### src/rtl/hpu_pkg.sv
package hpu_pkg;
  localparam int H_W      = 16;
  localparam int H_EXP_W  = 5;
  localparam int H_MAN_W  = 10;
  localparam int H_BIAS   = 15;
  localparam int S_W      = 32;
  localparam int S_EXP_W  = 8;
  localparam int S_MAN_W  = 23;
  localparam int S_BIAS   = 127;
  localparam int LANES    = 2;
  localparam int IN_W     = LANES * H_W;
  localparam int EXP_ADJ  = S_BIAS - H_BIAS;
  localparam int SUB_BASE = S_BIAS - (H_BIAS - 1) - H_MAN_W;
  localparam int POS_W    = $clog2(H_MAN_W);
  localparam logic [H_EXP_W-1:0] H_EXP_MAX = '1;
  localparam logic [S_W-2:0] S_INF_MAG = {{S_EXP_W{1'b1}}, {S_MAN_W{1'b0}}};
  localparam logic [S_W-2:0] S_NAN_MAG = '1;

  typedef enum logic [2:0] {
    HC_ZERO,
    HC_SUB,
    HC_NORM,
    HC_INF,
    HC_NAN
  } half_class_e;

  typedef logic [S_W-1:0] single_t;
endpackage

### src/rtl/hpu_rst_sync.sv
module hpu_rst_sync #(
  parameter int STAGES = 2
) (
  input  logic clk,
  input  logic rst_n,
  output logic rst_sync_n
);
  logic [STAGES-1:0] chain_q;
  logic [STAGES-1:0] chain_d;

  always_comb begin
    chain_d = {chain_q[STAGES-2:0], 1'b1};
  end

  always_ff @(posedge clk or negedge rst_n) begin
    if (!rst_n) chain_q <= '0;
    else        chain_q <= chain_d;
  end

  assign rst_sync_n = chain_q[STAGES-1];
endmodule

### src/rtl/hpu_lead_one.sv
module hpu_lead_one #(
  parameter int W  = 10,
  parameter int PW = $clog2(W)
) (
  input  logic [W-1:0]  vec,
  output logic [PW-1:0] pos
);
  always_comb begin
    pos = '0;
    for (int k = 0; k < W; k++) begin
      if (vec[k]) pos = PW'(k);
    end
  end
endmodule

### src/rtl/hpu_lane.sv
module hpu_lane
  import hpu_pkg::*;
(
  input  logic [H_W-1:0] half_i,
  output single_t        single_o
);
  logic                 sgn;
  logic [H_EXP_W-1:0]   hexp;
  logic [H_MAN_W-1:0]   hman;
  logic [POS_W-1:0]     lead_pos;
  half_class_e          cls;
  logic [S_MAN_W:0]     sub_wide;
  logic [S_EXP_W-1:0]   sub_exp;
  logic [S_EXP_W-1:0]   norm_exp;
  logic [S_W-2:0]       mag;

  assign sgn  = half_i[H_W-1];
  assign hexp = half_i[H_W-2 -: H_EXP_W];
  assign hman = half_i[H_MAN_W-1:0];

  hpu_lead_one #(.W(H_MAN_W), .PW(POS_W)) u_lod (
    .vec (hman),
    .pos (lead_pos)
  );

  always_comb begin
    if (hexp == '0)            cls = (hman == '0) ? HC_ZERO : HC_SUB;
    else if (hexp == H_EXP_MAX) cls = (hman == '0) ? HC_INF : HC_NAN;
    else                       cls = HC_NORM;
  end

  always_comb begin
    sub_wide = {{(S_MAN_W + 1 - H_MAN_W){1'b0}}, hman} << (S_MAN_W - int'(lead_pos));
    sub_exp  = S_EXP_W'(lead_pos) + S_EXP_W'(SUB_BASE);
    norm_exp = S_EXP_W'(hexp) + S_EXP_W'(EXP_ADJ);
  end

  always_comb begin
    unique case (cls)
      HC_ZERO: mag = '0;
      HC_SUB:  mag = {sub_exp, sub_wide[S_MAN_W-1:0]};
      HC_NORM: mag = {norm_exp, hman, {(S_MAN_W - H_MAN_W){1'b0}}};
      HC_INF:  mag = S_INF_MAG;
      default: mag = S_NAN_MAG;
    endcase
    single_o = {1'b0, mag} | (S_W'(sgn) << (S_W - 1));
  end
endmodule

### src/rtl/half_pair_unpack.sv
module half_pair_unpack
  import hpu_pkg::*;
(
  input  logic        clk,
  input  logic        rst_n,
  input  logic        in_valid,
  input  logic [31:0] in_word,
  output logic        out_valid,
  output logic [31:0] out_lo,
  output logic [31:0] out_hi
);
  logic    rst_sync_n;
  single_t lane_res [LANES];
  logic    valid_d, valid_q;
  single_t lo_d, lo_q, hi_d, hi_q;

  hpu_rst_sync #(.STAGES(2)) u_rst (
    .clk        (clk),
    .rst_n      (rst_n),
    .rst_sync_n (rst_sync_n)
  );

  for (genvar g = 0; g < LANES; g++) begin : g_lane
    hpu_lane u_lane (
      .half_i   (in_word[g*H_W +: H_W]),
      .single_o (lane_res[g])
    );
  end

  always_comb begin
    valid_d = in_valid;
    lo_d    = in_valid ? lane_res[0] : lo_q;
    hi_d    = in_valid ? lane_res[1] : hi_q;
  end

  always_ff @(posedge clk or negedge rst_sync_n) begin
    if (!rst_sync_n) begin
      valid_q <= 1'b0;
      lo_q    <= '0;
      hi_q    <= '0;
    end else begin
      valid_q <= valid_d;
      lo_q    <= lo_d;
      hi_q    <= hi_d;
    end
  end

  assign out_valid = valid_q;
  assign out_lo    = lo_q;
  assign out_hi    = hi_q;
endmodule

### config.mk
export PLATFORM = sky130hd
export DESIGN_NAME = half_pair_unpack
export DESIGN_NICKNAME = d
export VERILOG_FILES = /design/src/rtl/hpu_pkg.sv /design/src/rtl/hpu_rst_sync.sv /design/src/rtl/hpu_lead_one.sv /design/src/rtl/hpu_lane.sv /design/src/rtl/half_pair_unpack.sv
export SDC_FILE = /design/constraint.sdc
export NUM_CORES = 1
export LEC_CHECK = 0
export ABC_AREA = 1
export BUFFER_PORTS_ARGS = -buffer_cell sky130_fd_sc_hd__buf_4
export CORE_MARGIN = 2
export CORE_UTILIZATION = 40
export CTS_CLUSTER_DIAMETER = 60
export CTS_CLUSTER_SIZE = 24
export DETAILED_ROUTE_END_ITERATION = 16
export GPL_ROUTABILITY_DRIVEN = 0
export HOLD_SLACK_MARGIN = 0.03
export PLACE_DENSITY = 0.61
export SLEW_MARGIN = 40
export SYNTH_ARGS = -nofsm -noshare
export SYNTH_HDL_FRONTEND = slang
export SYNTH_SLANG_ARGS = --single-unit
export TNS_END_PERCENT = 10
### constraint.sdc
create_clock -name clk -period 2.4 [get_ports clk]
set_input_delay 0.24 -clock clk [delete_from_list [all_inputs] [get_ports clk]]
set_output_delay 0.24 -clock clk [all_outputs]
set_load 0.02 [all_outputs]
* Yosys cells after proc, flatten, opt, wreduce, memory -nomap -nowiden
Index checks and enable logic that the tools add are counted.
** Storage, ports and cells
- Register bits after elaboration :: 67
- Bits of input ports :: 35
- Output and inout bits :: 65
- Word-level logic and storage cells :: 56
** Cells by class
- Add/subtract/negate cells :: 6
- Equal/unequal tests :: 8
- Shift operators :: 2
- Mux-type cells :: 28
- Bitwise logic cells :: 2
- Reductions and logical operators :: 6
** Operators with widths (count)
- 31-bit case mux with 4 select lines :: 2
- 4-bit two-way mux :: 16
- 31-bit by 32-bit OR with 32-bit output :: 2
- 10-bit by 32-bit left shift with 23-bit output :: 2
- 10-bit zero test :: 2
- 3-bit two-way mux :: 6
- 4-bit by 7-bit adder with 8-bit output (second input constant) :: 2
- 5-bit by 7-bit adder with 8-bit output (second input constant) :: 2
- 3-bit by 2-bit == test with 1-bit output (second input constant) :: 4
- 5-bit by 4-bit subtractor with 6-bit output (first input constant) :: 2
- 5-bit == test (second input constant) :: 2
- 5-bit zero test :: 2
- 3-bit by 1-bit == test with 1-bit output (second input constant) :: 2
- 3-bit zero test :: 2
- 1-bit two-way mux :: 4

* Longest topological paths before layout
- Depth in word-level cells :: 13
- Mapped depth :: 16
- Depth with buffers taken out :: 15

* Modules after synthesis
From an unflattened synthesis, not the netlist that was laid out.
** Unflattened totals
- Cells, all modules :: 730
- Area, all modules :: 4879.7 sq um
** By module, submodules not included
- half_pair_unpack :: times used 1, cells each 271, area an instance 2471.1 sq um, sequential area each 1626.6 sq um
- hpu_lane :: times used 2, cells each 207, area an instance 1092.3 sq um, sequential area each 0.0 sq um
- hpu_lead_one :: times used 2, cells each 21, area an instance 85.1 sq um, sequential area each 0.0 sq um
- hpu_rst_sync :: times used 1, cells each 3, area an instance 53.8 sq um, sequential area each 50.0 sq um

* Worst setup path before layout
OpenSTA, ideal clock, no wires.
- Path type :: input to register
- Start point :: input in_word[2]
- End point :: register lo_q[24], in the netlist out_lo[24]
- Library setup time :: 0.077 ns
- Arrival :: 1.482 ns
- Data required time :: 2.323 ns
- Setup slack :: 0.841 ns
- Stages on the path :: 12
- Path buffers :: 1
- Cell sequence :: inv_2 -> nand2_1 -> nand2_1 -> nand2_1 -> nand2_1 -> nand2_1 -> nand2_2 -> nand2_2 -> buf_6 -> ha_1 -> or2_2 -> a21oi_1
** On the way
- Cells in the longest elaborated chain, start to end :: 11
- Elaborated cells between the ends (all ways) :: 20
- Those cells by class :: 1 x add/sub; 3 x eq/ne; 13 x mux; 1 x bitwise; 2 x reduce/logical
** RTL lines
- start, declared :: line half_pair_unpack.sv:7 : input logic [31:0] in_word,
- 4-bit two-way mux (8 in series) :: line hpu_lead_one.sv:11 : if (vec[k]) pos = PW'(k);
- 4-bit by 7-bit adder with 8-bit output :: line hpu_lane.sv:34 : sub_exp = S_EXP_W'(lead_pos) + S_EXP_W'(SUB_BASE);
- 31-bit case mux with 4 select lines * :: line hpu_lane.sv:39 : unique case (cls)
- 31-bit by 32-bit OR with 32-bit output * :: line hpu_lane.sv:46 : single_o = {1'b0, mag} | (S_W'(sgn) << (S_W - 1));
- end signal, assigned :: line half_pair_unpack.sv:43 : lo_q <= lo_d;
- end, declared :: line half_pair_unpack.sv:15 : single_t lo_d, lo_q, hi_d, hi_q;
Every way passes the cells marked *; elsewhere a longest branch is shown, timed or not.
A chain may end at the register's enable or synchronous reset.

* Worst setup path in the final report
- Start point :: input in_word[21]
- End point :: register hi_q[18], in the netlist out_hi[18]
** On the way
- Cells in the longest elaborated chain, start to end :: 9
- Elaborated cells between the ends (all ways) :: 18
- Those cells by class :: 1 x add/sub; 3 x eq/ne; 1 x shift; 10 x mux; 1 x bitwise; 2 x reduce/logical
** RTL lines
- 4-bit two-way mux (5 in series) :: line hpu_lead_one.sv:11
- 5-bit by 4-bit subtractor with 6-bit output :: line hpu_lane.sv:33 : sub_wide = {{(S_MAN_W + 1 - H_MAN_W){1'b0}}, hman} << (S_MAN_W - int'(lead_pos));
- 10-bit by 32-bit left shift with 23-bit output :: line hpu_lane.sv:33
- 31-bit case mux with 4 select lines * :: line hpu_lane.sv:39
- 31-bit by 32-bit OR with 32-bit output * :: line hpu_lane.sv:46
- end signal, assigned :: line half_pair_unpack.sv:44 : hi_q <= hi_d;
- end, declared :: line half_pair_unpack.sv:15
Marks and branches as above.

==> flow_metrics.py <==
metrics = {
    "status": {
        "status": "completed",
    },
    "yosys": {
        "postSynthCellCount": 479,
        "syn_area_mm2": 0.00357,
        "synth_seq_cells": 65,
        "synth_top_cell_area_share": 0.456,
        "synth.area.top_cells": "dfrtp_1, nor2_1, nand2_1",
        "ys_seq_area_frac": 0.456,
        "syn_nets": 516,
        "ys_warn_count": 0,
        "avgSynthCellArea_um2": 7.45,
        "yosys.cell_types.count": 34,
        "synth_area_leader_cell": "dfrtp_1",
    },
    "power_and_ir_drop": {
        "peakVddDrop_mv": 0.299,
        "power.density_mw_per_mm2": 612,
        "leakage_nw": 2.30,
        "total_power_w": 0.00281,
    },
    "cells_and_area": {
        "final_cell_mix": "buf_4, nor2_1, nand2_1",
        "final_common_cell": "buf_4",
        "drive_gt1_frac": 0.271,
        "area_delta_synth_final_pct": 28.5,
        "stdcell_count": 692,
        "nets": 616,
        "antenna_cells": 0,
    },
    "detailed_routing": {
        "routed_via_density": 5.32,
        "dr_total_vias": 3679,
        "wl_per_cell_um": 15.2,
        "wl_met2_um": 5110,
        "met3_length_um": 776,
        "firstDrtPassIters": 5,
        "postRouteAntennaNets": 0,
        "met1Wirelength_um": 4290,
        "dr.max_layer_used": "met4",
        "remaining_drc_errors": 0,
        "drt-initial-drc-count": 238,
        "wirelength_um": 10500,
    },
    "clock_network": {
        "cts.path.max_buffers": 2,
        "cts_made_buffers": 9,
        "clkTransAtPathRegs_ns": 0.07,
        "insertion_delay_ns": 0.34,
        "cts_tree": "done",
        "htree_levels": 3,
        "cts_root_buf": "clkbuf_8",
        "cts.sinks": 65,
    },
    "placed_design": {
        "pre_cts_slack_ns": 0.589,
        "dp_hpwl_um": 7590,
        "dp.cells": 675,
        "port_buffers": 99,
    },
    "timing": {
        "timing.slew.headroom": 0.581,
        "fin_crit_ns": 1.51,
        "slew_violations": 0,
        "finalCritPeriodShare": 0.627,
        "fmax_mhz": 664,
        "fin_skew_ns": 0.0128,
        "tightest_slew_ns": 0.628,
        "setup_viol": 0,
        "hold_viol": 0,
        "setup_tns_ns": 0,
        "hold_ws_ns": 0.110,
        "rsz0062_at_grt": "no",
        "fin_ws_ns": 0.895,
    },
    "worst_hold_path": {
        "hold_class": "input pin to flip-flop",
    },
    "die": {
        "rows": 34,
        "fp.coreArea_mm2": 0.00868,
        "die_y_um": 98.5,
        "die_area_mm2": 0.00970,
        "ioPinCount": 100,
        "die_x_um": 98.5,
        "start_util": 0.411,
    },
    "global_routing": {
        "grt_pass1_vias": 3422,
        "antenna_found_initial": 0,
        "grt_util_all_layers": 0.221,
        "grt.overflow.total": 0,
        "grt_max_degree": 60,
        "grt_pass1_wl_um": 17100,
    },
    "setup_path": {
        "worst-endpoint-arrival_ns": 1.73,
        "cp-start-kind": "input pin",
        "worst-path-max-fanout": 8,
        "endpoint_kind": "flip-flop",
        "required_ns": 2.63,
        "worstSetupPathType": "input pin to flip-flop",
    },
    "run": {
        "drv_cap": 0,
    },
}
==> per-stage QoR <==
stage | instance area, um2 | utilization
6_report | 4590 | 0.528
5_1_grt | 4590 | 0.528
4_1_cts | 4590 | 0.528
3_5_place_dp | 4400 | 0.507
3_3_place_gp | 4400 | 0.507
2_1_floorplan | 3570 | -
==> where the power goes <==
part	leakage [nW]	total [W]	switching, W	internal [W]
Sequential	0.763	0.00126	0.0000658	0.00119
Combinational	1.45	0.000701	0.000431	0.000270
Clock	0.0866	0.000849	0.000443	0.000406
Total	2.30	0.00281	0.000940	0.00187
==> what timing repair did <==
item | 4_1_cts | 5_1_grt
hold buffers | 1 | 0
gates resized for setup | 0 | 0
setup buffers | 0 | 0
hold endpoints to repair | 2 | 0
setup endpoints to repair | 0 | 0
==> layout make-up <==
cell class | count | area, um2
timing repair buffer | 104 | 796
clock inverter | 4 | 30.0
inverter | 50 | 190
clock buffer | 12 | 145
sequential | 65 | 1630
multi-input combinational | 349 | 1660
tap | 108 | 135
fill | 856 | 4090
==> flip-flops by register name (all words and copies together) (netlist names) <==
name           count
out_hi            31
out_lo            31
out_valid          1
u_rst.chain_q      2
==> synth_stat cells, drive strengths merged <==
library cell	instances
a211oi	1
inv	50
ha	2
o22a	1
o21a	2
buf	7
nand3	61
o21ai	14
or2	1
nor3	5
nand4	9
clkbuf	8
nor4	1
o211ai	1
nor2	107
a31oi	8
nand2	95
a21oi	40
conb	1
dfrtp	65
==> routing by layer <==
layer,global-route usage,up-vias
met3,0.0468,35
li1,-,1754
met2,0.370,185
met5,0,-
met4,0.0864,0
met1,0.281,1705
==> worst paths after layout <==
path                       cells after the start               end             start  slack (ns)
max in group asynchronous                      1        out_lo[30]  u_rst.chain_q[1]        1.50
setup / recovery                               9        out_hi[18]       in_word[21]        0.89
setup reg to reg                               1        out_lo[30]  u_rst.chain_q[1]        1.50
min in group asynchronous                      2  u_rst.chain_q[1]             rst_n        0.21
hold / removal                                 3        out_hi[31]       in_word[31]        0.11
hold reg to reg                                0         out_lo[4]  u_rst.chain_q[1]        0.27
==> logic make-up after synthesis <==
group                    after synthesis  share of synthesized area
AND/OR/NAND/NOR                      279                      0.353
AO/OA/AOI/OAI                         67                      0.104
buffers and inverters                 65                     0.0789
flip-flops                            65                      0.456
adder cells (fa/ha/maj)                2                    0.00701
other                                  1                    0.00105
==> worst max-delay path, stage by stage <==
cell     delay (ns)
buf_4          0.13
nor2_2         0.11
nand3_1        0.19
nor3_4         0.28
nor2_1         0.08
nor2_2         0.33
inv_1          0.15
a21oi_1        0.15
a21oi_1        0.08
Power figures use the tool's default switching activity.
